==> src/rtl/csr_pkg.sv <==
package csr_pkg;
  localparam int ID_LSB    = 24;
  localparam int REV_LSB   = 16;
  localparam int PWRD_LSB  = 10;
  localparam int PWRD_W    = 6;
  localparam int SAT_BIT   = 9;
  localparam int END_BIT   = 8;
  localparam int PCC_LSB   = 5;
  localparam int DCC_LSB   = 2;
  localparam int MODE_W    = 3;
  localparam int PGIE_BIT  = 1;
  localparam int GIE_BIT   = 0;
  localparam int WORD_W    = 32;
  localparam int ID_W      = 8;

  typedef struct packed {
    logic cfgWr;
    logic satClr;
    logic satHit;
    logic irqEnter;
    logic irqExit;
  } csr_strobe_t;
endpackage

==> src/rtl/csr_ctrl.sv <==
module csr_ctrl
  import csr_pkg::*;
#(
  parameter int NUM_UNITS = 4
) (
  input  logic                 swWrite,
  input  logic                 satClrBit,
  input  logic [NUM_UNITS-1:0] satValid,
  input  logic [NUM_UNITS-1:0] satCond,
  input  logic                 intTake,
  input  logic                 intReturn,
  output csr_strobe_t          strb
);
  logic [NUM_UNITS-1:0] laneHit;

  genvar u;
  generate
    for (u = 0; u < NUM_UNITS; u++) begin : g_lane
      assign laneHit[u] = satValid[u] & satCond[u];
    end
  endgenerate

  always_comb begin
    strb.cfgWr    = swWrite;
    strb.satClr   = swWrite & satClrBit;
    strb.satHit   = |laneHit;
    strb.irqEnter = intTake;
    strb.irqExit  = intReturn & ~intTake;
  end
endmodule

==> src/rtl/csr_datapath.sv <==
module csr_datapath
  import csr_pkg::*;
(
  input  logic              clk,
  input  logic              rstN,
  input  csr_strobe_t       strb,
  input  logic [WORD_W-1:0] wrWord,
  input  logic [ID_W-1:0]   cpuIdIn,
  input  logic [ID_W-1:0]   revIdIn,
  input  logic              endianPin,
  output logic [WORD_W-1:0] rdWord,
  output logic              satFlag,
  output logic              pgieBit,
  output logic              gieBit,
  output logic [MODE_W-1:0] pccQ,
  output logic [MODE_W-1:0] dccQ,
  output logic [PWRD_W-1:0] pwrdQ
);
  logic satPendQ;
  logic unusedWr;

  assign unusedWr = ^{wrWord[WORD_W-1:PWRD_LSB+PWRD_W], wrWord[SAT_BIT], wrWord[END_BIT]};

  always_ff @(posedge clk) begin
    if (!rstN) begin
      pwrdQ <= '0;
      pccQ  <= '0;
      dccQ  <= '0;
    end else if (strb.cfgWr) begin
      pwrdQ <= wrWord[PWRD_LSB +: PWRD_W];
      pccQ  <= wrWord[PCC_LSB +: MODE_W];
      dccQ  <= wrWord[DCC_LSB +: MODE_W];
    end
  end

  // one delay slot: report is captured, then lands in the flag
  always_ff @(posedge clk) begin
    if (!rstN) begin
      satPendQ <= 1'b0;
      satFlag  <= 1'b0;
    end else begin
      satPendQ <= strb.satHit;
      if (satPendQ)         satFlag <= 1'b1;
      else if (strb.satClr) satFlag <= 1'b0;
    end
  end

  always_ff @(posedge clk) begin
    if (!rstN) begin
      gieBit  <= 1'b0;
      pgieBit <= 1'b0;
    end else if (strb.irqEnter) begin
      pgieBit <= gieBit;
      gieBit  <= 1'b0;
    end else if (strb.irqExit) begin
      gieBit  <= pgieBit;
    end else if (strb.cfgWr) begin
      gieBit  <= wrWord[GIE_BIT];
      pgieBit <= wrWord[PGIE_BIT];
    end
  end

  always_comb begin
    rdWord = '0;
    rdWord[ID_LSB +: ID_W]    = cpuIdIn;
    rdWord[REV_LSB +: ID_W]   = revIdIn;
    rdWord[SAT_BIT]           = satFlag;
    rdWord[END_BIT]           = endianPin;
    rdWord[PCC_LSB +: MODE_W] = pccQ;
    rdWord[DCC_LSB +: MODE_W] = dccQ;
    rdWord[PGIE_BIT]          = pgieBit;
    rdWord[GIE_BIT]           = gieBit;
  end
endmodule

==> src/rtl/ctl_status_reg.sv <==
module ctl_status_reg
  import csr_pkg::*;
#(
  parameter int NUM_UNITS = 4
) (
  input  logic                 clk,
  input  logic                 rstN,
  input  logic                 swRead,
  input  logic                 swWrite,
  input  logic [31:0]          swWdata,
  output logic [31:0]          rdData,
  input  logic [NUM_UNITS-1:0] satValid,
  input  logic [NUM_UNITS-1:0] satCond,
  input  logic                 intTake,
  input  logic                 intReturn,
  input  logic [7:0]           cpuIdIn,
  input  logic [7:0]           revIdIn,
  input  logic                 endianPin,
  output logic                 gieOut,
  output logic [2:0]           pgmCacheMode,
  output logic [2:0]           dataCacheMode,
  output logic [5:0]           pwrDownCtl
);
  csr_strobe_t       strb;
  logic [WORD_W-1:0] rdWord;
  logic              satFlag;
  logic              pgieBit;

  csr_ctrl #(.NUM_UNITS(NUM_UNITS)) u_ctrl (
    .swWrite   (swWrite),
    .satClrBit (swWdata[SAT_BIT]),
    .satValid  (satValid),
    .satCond   (satCond),
    .intTake   (intTake),
    .intReturn (intReturn),
    .strb      (strb)
  );

  csr_datapath u_dp (
    .clk       (clk),
    .rstN      (rstN),
    .strb      (strb),
    .wrWord    (swWdata),
    .cpuIdIn   (cpuIdIn),
    .revIdIn   (revIdIn),
    .endianPin (endianPin),
    .rdWord    (rdWord),
    .satFlag   (satFlag),
    .pgieBit   (pgieBit),
    .gieBit    (gieOut),
    .pccQ      (pgmCacheMode),
    .dccQ      (dataCacheMode),
    .pwrdQ     (pwrDownCtl)
  );

  assign rdData = swRead ? rdWord : '0;
endmodule

==> config.mk <==
export PLATFORM = sky130hd
export DESIGN_NAME = ctl_status_reg
export DESIGN_NICKNAME = d
export VERILOG_FILES = /design/src/rtl/csr_pkg.sv /design/src/rtl/csr_ctrl.sv /design/src/rtl/csr_datapath.sv /design/src/rtl/ctl_status_reg.sv
export SDC_FILE = /design/constraint.sdc
export NUM_CORES = 1
export LEC_CHECK = 0
export BUFFER_PORTS_ARGS = -buffer_cell sky130_fd_sc_hd__buf_2
export CAP_MARGIN = 15
export CORE_MARGIN = 4
export CORE_UTILIZATION = 32
export CTS_CLUSTER_DIAMETER = 200
export DETAILED_ROUTE_END_ITERATION = 12
export HOLD_SLACK_MARGIN = 0.15
export PLACE_DENSITY = 0.8
export SLEW_MARGIN = 20
export SYNTH_ARGS = -nofsm -noshare
export SYNTH_HDL_FRONTEND = slang
export SYNTH_SLANG_ARGS = --single-unit
==> constraint.sdc <==
create_clock -name clk -period 0.95 [get_ports clk]
set_input_delay 0.2375 -clock clk [delete_from_list [all_inputs] [get_ports clk]]
set_output_delay 0.2375 -clock clk [all_outputs]
set_load 0.1 [all_outputs]
==> tab_implementation.tex <==
\begin{tabular}{lr}
\hline
Metric & Value \\
\hline
\multicolumn{2}{l}{\textbf{Outcome}} \\
Status & finished, violations left \\
Violated checks & negative setup slack \\
\multicolumn{2}{l}{\textbf{Logic synthesis}} \\
Flip-flop and latch count after synthesis & 16 \\
Commonest cells post-synth & sky130\_fd\_sc\_hd\_\_and2\_1, sky130\_fd\_sc\_hd\_\_dfxtp\_1, sky130\_fd\_sc\_hd\_\_mux2i\_1 \\
Share of the synthesized area in the top cell type & a little under two fifths \\
FFs w/ async S/R, synth & 0\% \\
Synth warnings & 0 \\
Most instantiated library cell after synthesis & sky130\_fd\_sc\_hd\_\_and2\_1 \\
Syn Inst Count & 93 \\
Most used flip-flop cell after synthesis & sky130\_fd\_sc\_hd\_\_dfxtp\_1 \\
Post-synthesis area per instance & 9.36 um\^{}2 \\
Unique cell type count in the Yosys netlist & 18 \\
Area leader, netlist & sky130\_fd\_sc\_hd\_\_dfxtp\_1 \\
Sequential share of the synthesized area & 36.8\% \\
Top cells by area, synth & sky130\_fd\_sc\_hd\_\_dfxtp\_1, sky130\_fd\_sc\_hd\_\_and2\_1, sky130\_fd\_sc\_hd\_\_mux2i\_1 \\
EDFF count, synth & 0 \\
Netlist Area Pre-Place & slightly below 900 um\^{}2 \\
\multicolumn{2}{l}{\textbf{Setup path}} \\
Setup slack on the worst flop-to-flop path & $\sim$0.01 ns \\
Cells on worst reg2reg path & 4 \\
Crit path max fanout & 3 \\
Slowest cell on the critical path & sky130\_fd\_sc\_hd\_\_dfxtp\_4 \\
Beginning of the critical path & u\_dp.dccQ[0]\$\_SDFFE\_PN0P\_ \\
Start of the worst register-to-register path & u\_dp.gieBit\$\_SDFFE\_PP0P\_ \\
Kind of end point of the critical path & output port \\
Crit path launch type & register \\
CP Cell Sequence & and2\_4 -> buf\_12 \\
Slowest Stage Delay on Critical Path & between 0.3 and 0.4 ns \\
Worst path required time & 0.71 ns \\
Endpoint arrival time on the critical path & 1.00 ns \\
Category of the most critical setup path & register to output port \\
Critical R2R Capture & u\_dp.gieBit\$\_SDFFE\_PP0P\_ \\
\multicolumn{2}{l}{\textbf{Drt}} \\
Number of iterations in the first detailed-routing pass & 4 \\
Number of design rule violations left after detail routing & 0 \\
Initial detailed-routing violation count & 17 \\
Via-per-instance ratio & 4.70 \\
Avg WL per Cell & 16.8 um \\
Sum of routed wire length over all layers & roughly 3.7 mm \\
Via count & between 1000 and 1500 \\
Remaining antenna violation count & 0 \\
\multicolumn{2}{l}{\textbf{Floorplan}} \\
Core area & around 2500 um\^{}2 \\
Die H & 60.2 um \\
Overall die width & 60.2 um \\
Initial core utilization & 34.2\% \\
Core Rows & 18 \\
Total die area & 3620 um\^{}2 \\
Ports placed on the boundary & between 100 and 150 \\
\multicolumn{2}{l}{\textbf{Power and ir drop}} \\
Post-layout total power & 2.76 mW \\
Leakage & 1.07 nW \\
Portion of total power attributed to combinational logic & a little under three fifths \\
Switching power as a share of total power & 44.5\% \\
Clk network pwr share & 17.7\% \\
Internal portion of total power & roughly 1.5 mW \\
Maximum vdd drop & 0.00125 V \\
Net switching power & 1.23 mW \\
Pwr/cell area & 1240 nW/um\^{}2 \\
Flop pwr share & 27.0\% \\
\multicolumn{2}{l}{\textbf{Layout}} \\
Utilization after layout & 87.3\% \\
NumNets Final & approximately 260 \\
Area growth from synthesis to final layout & 155\% \\
Fraction of final layout cells with drive strength greater than 1 & 76.4\% \\
Number of filler instances in the final layout & 111 \\
Post-layout instance area & 2220 um\^{}2 \\
Number of inserted diodes & 0 \\
Final non-filler cell total & 221 \\
\multicolumn{2}{l}{\textbf{Worst hold path}} \\
Worst Min Path Start & swWdata[12] \\
Kind of path behind the tightest hold check & primary input to register \\
Hold depth & 3 \\
Endpoint, Worst Hold & u\_dp.pwrdQ[2]\$\_SDFFE\_PN0P\_ \\
\multicolumn{2}{l}{\textbf{GRT}} \\
Final global-route overflow total & 0 \\
Total GRT Usage & 21.0\% \\
Maximum number of pins on one net before global-route repair & 17 \\
Number of global-route vias before repair & 1080 \\
Global-route wire length before repair & 5.47 mm \\
Number of antenna violations at the first check in global routing & 0 \\
\multicolumn{2}{l}{\textbf{Placement}} \\
Detailed Place HPWL & $\sim$2.7 mm \\
Placement-stage worst setup slack & -0.137 ns \\
Cell total after placement & 205 \\
Number of buffers inserted by port buffering & 84 \\
Gp weighted congestion & a little under 0.7 \\
Placed inst area & 2010 um\^{}2 \\
\multicolumn{2}{l}{\textbf{Timing}} \\
Sum of negative setup slack & -6.14 ns \\
Final hold viol count & 0 \\
Final setup vio count & 39 \\
Final hold slack & 0.188 ns \\
Worst Setup Slack, final & -0.287 ns \\
Final cycle utilization of the critical path & 130\% \\
Total count of max-transition violations in the final report & 0 \\
Clock Skews & 0.00600 ns \\
Shortest clock period the worst path allows after layout & 1.24 ns \\
Peak clock frequency supported by timing & 808 MHz \\
Unrepaired setup endpoints after global routing & true \\
\multicolumn{2}{l}{\textbf{Clock network}} \\
Clock Root Buffer & sky130\_fd\_sc\_hd\_\_clkbuf\_4 \\
H-tree levels & 1 \\
Clock transition time at the flip-flop clock pins of the worst setup and hold paths & 0.11 ns \\
CTS Buffer Depth & 2 \\
Clock tree from TritonCTS & yes \\
Number of buffers created by CTS & 3 \\
Number of clock sinks & 16 \\
Clock latency at the later pin of the worst-skew pair & approximately 0.31 ns \\
\multicolumn{2}{l}{\textbf{Flow run}} \\
Max-cap violation count & 0 \\
\hline
\end{tabular}
## logic make-up (layout without fill, tap and decap cells)
logic type,after synthesis,after routing,share of synthesized area (%)
and+or+nand+nor,43,43,31.5
other,1,6,0.431
AOI/OAI and AO/OA,7,7,4.88
DFF,16,16,36.8
muxes,14,14,16.1
buffers and inverters,12,105,10.3
## metal layers
metal  up-vias  track usage [%]  routed length, um
met2        65             40.0               2050
met4         0             8.86                 87
met5         -                0                  0
met3         8             5.83                327
li1        486                -                  -
met1       480             20.9               1250
## how the worst max path moves through the flow
stage / cells after the start / endpoint / slack (ns)
after global routing: 2 / rdData[2] / -0.32
final: 2 / rdData[2] / -0.29
after CTS: 2 / rdData[4] / -0.28
after floorplan: 1 / rdData[0] / -0.20
after detailed placement: 4 / rdData[17] / -0.14
after global placement: 4 / rdData[17] / -0.12
## flip-flops by register name (all words and copies together), names as in the netlist
signal	count
u_dp.satFlag	1
u_dp.dccQ	3
u_dp.pgieBit	1
u_dp.satPendQ	1
u_dp.gieBit	1
u_dp.pwrdQ	6
u_dp.pccQ	3
## layout make-up
cell class | instances | area, um^2 | share of cell area, %
inverters | 1 | 3.75 | 0.169
multi-input cells | 70 | 544 | 24.5
flip-flops and latches | 16 | 359 | 16.2
well taps | 30 | 37.5 | 1.69
repair buffers | 100 | 1240 | 55.9
clock buffers | 4 | 36.3 | 1.63
## critical path, delay by kind of cell, from the launching register on
kind	cells	cell delay, ns
DFF	1	0.37
buffers and inverters	1	0.17
and+or+nand+nor	1	0.16
## timing repair
action | 4_1_cts | 5_1_grt
hold buffers | 0 | 0
resized for setup | 12 | 3
pin swaps | 13 | 2
setup endpoints to repair | 39 | 40
cloned | 2 | 0
buffers inserted | 10 | 0
## placed cells by master (no fill, tap or decap), drive strengths merged
cell    instances
a21oi           2
a21boi          1
nand2           2
conb            6
o21ai           2
buf           100
clkbuf          4
mux2i          14
and2           26
nor2b          14
a22oi           2
and3b           1
inv             1
dfxtp          16
## power by group through the flow
| stage | Sequential (mW) | Clock, mW | Combinational [mW] |
|---|---|---|---|
| after floorplan | 0.972 | 0 | 0.711 |
| after global placement | 0.762 | 0 | 1.40 |
| after detailed placement | 0.767 | 0 | 1.43 |
| after CTS | 0.743 | 0.496 | 1.52 |
| after global routing | 0.749 | 0.533 | 1.57 |
| final | 0.744 | 0.489 | 1.53 |
(Power assumes the default switching activity.)
